`config.mk`:
```
export PLATFORM = sky130hd
export DESIGN_NAME = vfs_trigger
export DESIGN_NICKNAME = d
export VERILOG_FILES = /design/src/rtl/vfs_pkg.sv /design/src/rtl/vfs_sync_edge.sv /design/src/rtl/vfs_burst_ctrl.sv /design/src/rtl/vfs_pin_drive.sv /design/src/rtl/vfs_trigger.sv
export SDC_FILE = /design/constraint.sdc
export NUM_CORES = 1
export LEC_CHECK = 0
export BUFFER_PORTS_ARGS = -buffer_cell sky130_fd_sc_hd__buf_2
export CORE_AREA = 4 4 41 43
export CTS_CLUSTER_DIAMETER = 50
export CTS_CLUSTER_SIZE = 30
export DETAILED_ROUTE_END_ITERATION = 10
export DIE_AREA = 0 0 45 47
export PLACE_DENSITY = 0.57
export SYNTH_ARGS = -nofsm -noshare
export SYNTH_HDL_FRONTEND = slang
export SYNTH_SLANG_ARGS = --single-unit
```
`constraint.sdc`:
```
create_clock -name clk -period 1 [get_ports clk]
set_clock_uncertainty 0.15 [all_clocks]
set_input_delay 0.15 -clock clk [delete_from_list [all_inputs] [get_ports clk]]
set_output_delay 0.15 -clock clk [all_outputs]
set_load 0.03 [all_outputs]
```
`src/rtl/vfs_pkg.sv`:
```
package vfs_pkg;

    typedef enum logic [1:0] {
        PIN_SYNC_IN  = 2'b00,
        PIN_SYNC_OUT = 2'b01,
        PIN_EOM_OUT  = 2'b10,
        PIN_UNUSED   = 2'b11
    } pin_role_e;

    typedef struct packed {
        logic rise;
        logic fall;
    } edge_evt_t;

    // True when the role places the block in control of the pin.
    function automatic logic role_drives(input pin_role_e role);
        return (role == PIN_SYNC_OUT) || (role == PIN_EOM_OUT);
    endfunction

    // Pick the edge event of the configured polarity.
    function automatic logic pick_edge(input edge_evt_t evt, input logic use_fall);
        return use_fall ? evt.fall : evt.rise;
    endfunction

endpackage

```
`src/rtl/vfs_sync_edge.sv`:
```
module vfs_sync_edge
    import vfs_pkg::*;
#(
    parameter int STAGES = 2
) (
    input  logic      clk,
    input  logic      rst,
    input  logic      async_in,
    output edge_evt_t evt
);
    localparam int TOP = STAGES - 1;

    logic [STAGES-1:0] chain_q;
    logic              last_q;

    generate
        if (STAGES == 1) begin : g_single
            always_ff @(posedge clk) begin
                if (rst) chain_q <= '0;
                else     chain_q <= async_in;
            end
        end else begin : g_multi
            always_ff @(posedge clk) begin
                if (rst) chain_q <= '0;
                else     chain_q <= {chain_q[STAGES-2:0], async_in};
            end
        end
    endgenerate

    always_ff @(posedge clk) begin
        if (rst) last_q <= 1'b0;
        else     last_q <= chain_q[TOP];
    end

    always_comb begin
        evt.rise = chain_q[TOP] & ~last_q;
        evt.fall = ~chain_q[TOP] & last_q;
    end

endmodule

```
`src/rtl/vfs_burst_ctrl.sv`:
```
module vfs_burst_ctrl #(
    parameter int FIELDS = 2
) (
    input  logic clk,
    input  logic rst,
    input  logic fire_req,
    input  logic field_done,
    output logic burst_start,
    output logic burst_active,
    output logic triggered
);
    localparam int CW = (FIELDS > 1) ? $clog2(FIELDS) : 1;
    localparam logic [CW-1:0] LAST = CW'(FIELDS - 1);

    logic [CW-1:0] fcnt_q;
    logic          fire;

    assign fire = fire_req & ~triggered;

    always_ff @(posedge clk) begin
        if (rst) begin
            burst_start  <= 1'b0;
            burst_active <= 1'b0;
            triggered    <= 1'b0;
            fcnt_q       <= '0;
        end else begin
            burst_start <= 1'b0;
            if (fire) begin
                burst_start  <= 1'b1;
                burst_active <= 1'b1;
                triggered    <= 1'b1;
                fcnt_q       <= '0;
            end else if (burst_active && field_done) begin
                if (fcnt_q == LAST) begin
                    burst_active <= 1'b0;
                    fcnt_q       <= '0;
                end else begin
                    fcnt_q <= fcnt_q + 1'b1;
                end
            end
        end
    end

endmodule

```
`src/rtl/vfs_pin_drive.sv`:
```
module vfs_pin_drive
    import vfs_pkg::*;
(
    input  logic      clk,
    input  logic      rst,
    input  pin_role_e role,
    input  logic      field_start,
    input  logic      msg_end,
    output logic      pin_out,
    output logic      pin_oe
);
    logic strobe_d;

    always_comb begin
        unique case (role)
            PIN_SYNC_OUT: strobe_d = field_start;
            PIN_EOM_OUT:  strobe_d = msg_end;
            default:      strobe_d = 1'b0;
        endcase
    end

    always_ff @(posedge clk) begin
        if (rst) pin_out <= 1'b0;
        else     pin_out <= strobe_d;
    end

    assign pin_oe = role_drives(role);

endmodule

```
`src/rtl/vfs_trigger.sv`:
```
module vfs_trigger
    import vfs_pkg::*;
#(
    parameter int SYNC_STAGES      = 2,
    parameter int FIELDS_PER_BURST = 2
) (
    input  logic       clk,
    input  logic       rst,
    input  logic [1:0] cfg_pin_mode,
    input  logic       cfg_edge_fall,
    input  logic       cfg_ext_sync,
    input  logic       pin_in,
    output logic       pin_out,
    output logic       pin_oe,
    input  logic       field_start,
    input  logic       field_done,
    input  logic       msg_end,
    output logic       burst_start,
    output logic       burst_active,
    output logic       triggered
);
    pin_role_e role;
    edge_evt_t evt;
    logic      fire_req;

    assign role = pin_role_e'(cfg_pin_mode);

    vfs_sync_edge #(.STAGES(SYNC_STAGES)) u_sync (
        .clk      (clk),
        .rst      (rst),
        .async_in (pin_in),
        .evt      (evt)
    );

    assign fire_req = (role == PIN_SYNC_IN) & cfg_ext_sync
                    & pick_edge(evt, cfg_edge_fall);

    vfs_burst_ctrl #(.FIELDS(FIELDS_PER_BURST)) u_burst (
        .clk          (clk),
        .rst          (rst),
        .fire_req     (fire_req),
        .field_done   (field_done),
        .burst_start  (burst_start),
        .burst_active (burst_active),
        .triggered    (triggered)
    );

    vfs_pin_drive u_drive (
        .clk         (clk),
        .rst         (rst),
        .role        (role),
        .field_start (field_start),
        .msg_end     (msg_end),
        .pin_out     (pin_out),
        .pin_oe      (pin_oe)
    );

endmodule

```
Yosys cells after proc, flatten, opt, wreduce, memory -nomap -nowiden
Index checks and enable logic that the tools add are counted.
Widths: inputs -> output; s select.

storage, ports and cells
  bits in registers = 8
  input bits = 10
  output and inout port bits = 5
  logic and storage cells = 32

operators by class
  add/subtract/negate cells = 1
  equal/unequal tests = 2
  multiplexer cells = 7
  bitwise operators = 8
  reduce and logical (&&, ||, !) cells = 7

operator list
  operator             number
  $mux 1               6
  $and 1x1->1          5
  $reduce_bool 2->1    2
  $not 1->1            3
  $eq 2x1->1 const B   1
  $eq 2x2->1 const B   1
  $logic_not 2->1      1
  $pmux 1 s2           1
  $reduce_and 2->1     1
  $reduce_or 2->1      1
  $add 1x1->1 const B  1
  $logic_and 1x1->1    1
  $logic_or 1x1->1     1

Longest topological paths before layout
  depth in word-level cells = 7
  gate-level depth with buffers = 4
  mapped depth without buffers = 4

Hierarchy
From an unflattened synthesis, not the netlist that was laid out.

second synthesis, totals
  cells, all modules = 32
  area total of the unflattened synthesis = 337.8 um2

by module, submodules not included
  module          instances  cells an instance  area each (um2)  sequential area each (um2)
  vfs_burst_ctrl  1          14                 142.6            80.1
  vfs_sync_edge   1          8                  91.3             60.1
  vfs_pin_drive   1          8                  78.8             20.0
  vfs_trigger     1          2                  25.0             0.0

Worst setup path before layout
No wires, ideal clock.

  path kind = register to register
  start point = register u_burst.burst_active
  end point = register u_burst.fcnt_q
  library setup time = 116 ps
  arrival = 887 ps
  data required time = 734 ps
  slack = -153 ps
  stages on the path, launching flop included = 4
  buffers on the path = 0
  period minus slack after synthesis = 1,153 ps
  cell sequence = dfxtp_1 nand2_1 xnor2_1 and3b_1

between the ends
  cells in the longest elaborated chain, start to end = 1

RTL lines
  element                 RTL line              RTL
  start, declared         vfs_burst_ctrl.sv:9   output logic burst_active,
  start signal, assigned  vfs_burst_ctrl.sv:23  burst_active <= 1'b0;
  start signal, assigned  vfs_burst_ctrl.sv:30  burst_active <= 1'b1;
  start signal, assigned  vfs_burst_ctrl.sv:35  burst_active <= 1'b0;
  $logic_and 1x1->1       vfs_burst_ctrl.sv:33  end else if (burst_active && field_done) begin
  end signal, assigned    vfs_burst_ctrl.sv:38  fcnt_q <= fcnt_q + 1'b1;
  end, declared           vfs_burst_ctrl.sv:15  logic [CW-1:0] fcnt_q;

No other way between the ends.
A chain may end at the register's enable or synchronous reset.

Worst setup path in the final report
  start point = register u_sync.chain_q[1]
  end point = register u_burst.fcnt_q

between the ends
  cells in the longest elaborated chain, start to end = 6
  elaborated cells between the ends (all ways) = 7
  classes of those cells = 1 x mux; 5 x bitwise; 1 x reduce/logical

RTL lines
  element                             RTL line              RTL
  start, declared                     vfs_sync_edge.sv:13   logic [STAGES-1:0] chain_q;
  start signal, assigned              vfs_sync_edge.sv:25   else chain_q <= {chain_q[STAGES-2:0], async_in};
  $not 1->1                           vfs_sync_edge.sv:37   evt.fall = ~chain_q[TOP] & last_q;
  $and 1x1->1                         vfs_sync_edge.sv:37
  $mux 1 *                            vfs_pkg.sv:22         return use_fall ? evt.fall : evt.rise;
  $and 1x1->1 *                       vfs_trigger.sv:36     & pick_edge(evt, cfg_edge_fall);
  $and 1x1->1 *                       vfs_burst_ctrl.sv:18  assign fire = fire_req & ~triggered;
  $reduce_or 2->1 (no source line) *  --

Every way passes the cells marked *; elsewhere a longest branch is shown, timed or not.

==> impl_metrics.json <==
{
  "leakagePower_nw": 0.2475,
  "dp_hpwl_um": 503.5,
  "cts_root_buf": "clkbuf_4",
  "ant_nets": 0,
  "async_reset_ff_frac": 0,
  "layout.cells.non_filler": 68,
  "io_pins": 15,
  "via_per_inst": 4.353,
  "grt_remaining_overflow": 0,
  "maxCapViolations": 0,
  "grt.met3_usage": 0.05747,
  "placed_area_um2": 436.7,
  "cts_buffers": 3,
  "path_clk_slew_ns": 0.06,
  "power_mw": 0.6884,
  "final_util": 0.4288,
  "worst_slew_pin_slew_ns": 0.2226,
  "status": "finished with violations",
  "hold_ws_ns": 0.01428,
  "synth_flop_cell": "dfxtp_1",
  "ys_warn_count": 0,
  "setup_tns_ns": -0.4884,
  "antenna_cells": 0,
  "cts_setup_buffers": 0,
  "ys_seq_elements": 8,
  "drt_iter0_markers": 3,
  "initial_utilization": 0.2529,
  "yosysMostFrequentCell": "dfxtp_1",
  "grt.busiest_layer": "met2",
  "place_inst": 62,
  "dieArea_um2": 2115,
  "synth_common_cells": "8 x dfxtp_1, 3 x ha_1, 3 x inv_1, 3 x nand2_1, 3 x nor2b_1",
  "grt_antenna_before_repair": 0,
  "whs_path_depth": 3,
  "synth_area_leaders": "dfxtp_1 49%, ha_1 11%, nor2b_1 5.7%",
  "critical_path_class": "flop to flop",
  "met1_usage": 0.08676,
  "synth_top_area_frac": 0.4867,
  "ir_drop_v": 0.0006206,
  "critPathSlowestCell": "dfxtp_2",
  "min_to": "u_burst.burst_start",
  "io_buffers": 14,
  "numClockSinks": 8,
  "cts_max_level": 1,
  "ys_seq_area_frac": 0.4867,
  "violations": "setup timing",
  "grt_max_degree": 5,
  "synth_cell_types": 14,
  "routedWlPerCell_um": 10.97,
  "arrival_ns": 1.16,
  "slew_headroom": 0.8515,
  "syn_inst": 31,
  "dp_slack_ns": -0.1334,
  "avgSynthCellArea_um2": 10.62,
  "fin_ws_ns": -0.1569,
  "r2r_end": "u_burst.fcnt_q",
  "first_pass_iters": 2,
  "fp.dieW_um": 45,
  "grt_pass1_wl_mm": 1.228,
  "rows": 13,
  "slew_violations": 0,
  "cts_buffer_depth": 2,
  "final_nets": 68,
  "design_area_um2": 558.0,
  "endpoint_kind": "flop",
  "synth-edff-count": 0,
  "num_vias": 296,
  "worstPathRequired_ns": 1.00,
  "ff2ff_path_depth": 3,
  "rsz0062_at_grt": "true",
  "grt_usage": 0.08386,
  "crit_buf_inv": 0,
  "dieHeight_um": 47,
  "min_from": "cfg_ext_sync",
  "setup_viol_count_final": 6,
  "drive_above_1_share": 0.5849,
  "max_freq_mhz": 864.4,
  "cp_top_family": "simple AND/OR/NAND/NOR gates",
  "cts_tree": "yes",
  "core_area_um2": 1301,
  "drc": 0,
  "crit_fanout": 3,
  "insertion_delay_ns": 0.25,
  "routed_wl_um": 746,
  "cp-startpoint": "u_sync.chain_q[1]",
  "slowest_delay_ns": 0.32,
  "place.gp.congestion": 0.6177,
  "power_density_nw_per_um2": 1234,
  "r2r_start": "u_sync.chain_q[1]",
  "synthesis.nets": 44,
  "reg2reg_slack_ns": -0.16,
  "timing.final.crit_period_ns": 1.157,
  "hold_viol_final": 0,
  "netlist_area_um2": 329.1,
  "path_cells": "and3b_2, o2111ai_4, and3b_1",
  "start_kind": "flop",
  "met2_usage": 0.1412,
  "fin_crit_sh": 1.157,
  "syn_to_final_growth_pct": 69.58,
  "netlist.top_cell.by_area": "dfxtp_1",
  "grt_pass1_vias": 315,
  "hold_class": "input pin to flop"
}
[sequential cells by signal, summed over array words and instances, names as in the netlist]
register              flops
u_sync.chain_q            2
u_burst.burst_start       1
u_drive.pin_out           1
u_burst.burst_active      1
u_sync.last_q             1
u_burst.fcnt_q            1
u_burst.triggered         1
[logic make-up (layout without fill, tap and decap cells)]
logic type	after synthesis	count (layout)	share of synthesized area
AO/OA/AOI/OAI	5	5	0.1217
flip-flops	8	8	0.4867
buffers and inverters	3	25	0.03422
AND/OR/NAND/NOR	11	11	0.2167
XOR/XNOR	1	1	0.02662
adder cells (fa/ha/maj)	3	3	0.1141
[worst max-delay path by stage]
stage	to	slack, ns	depth (start not counted)
floorplan	u_burst.fcnt_q	-0.09	3
global placement	u_burst.fcnt_q	-0.11	3
detailed placement	u_burst.fcnt_q	-0.13	3
CTS	u_burst.fcnt_q	-0.14	3
global route	u_burst.fcnt_q	-0.24	3
finish	u_burst.fcnt_q	-0.16	3
[placed cells by master (no fill, tap or decap)]
cell type,Yosys,routed
dlygate4sd3_1,0,2
and3b_1,2,1
buf_4,0,2
inv_2,0,2
nor3b_1,1,1
buf_2,0,9
nor2_1,1,1
dfxtp_2,0,6
inv_1,3,1
and3b_2,0,1
a22oi_1,1,1
dfxtp_1,8,2
nand2_1,3,3
xnor2_1,1,1
ha_4,0,1
buf_6,0,5
ha_1,3,2
nor2b_1,3,3
nor3b_4,0,1
o2111ai_4,0,1
dlymetal6s4s_1,0,1
a21oi_1,2,2
o211ai_1,1,1
clkbuf_4,0,3
[tightest hold or removal path, stage by stage]
cell and delay (ns):
buf_2 0.12, o2111ai_4 0.07, nor2_1 0.04
[area by class of cell]
class	instances	area, um2
timing repair buffer	19	148.9
inverter	3	11.26
fill	128	743.2
sequential	8	167.7
multi-input combinational	20	188.9
tap	15	18.77
clock buffer	3	22.52
[per-layer routing]
metal  wire [um]  vias to the layer above  share of wire
met3          50                        0          0.067
li1            -                      151              -
met5           0                        -              0
met4           0                        0              0
met1         300                      133           0.40
met2         395                       12           0.53
[report_power, final]
group | internal (mW) | leakage [nW] | switching (mW)
clock network | 0.138 | 0.0138 | 0.112
registers | 0.327 | 0.0679 | 0.00381
logic | 0.0587 | 0.166 | 0.0489
[repair_timing]
item | CTS | global route
hold buffers | 3 | 0
cloned | 0 | 0
pin swaps | 2 | 2
gates resized for setup | 19 | 3
hold endpoints to repair | 4 | 0
setup endpoints to repair | 9 | 9
No activity file was read; power rests on OpenSTA's default activity.
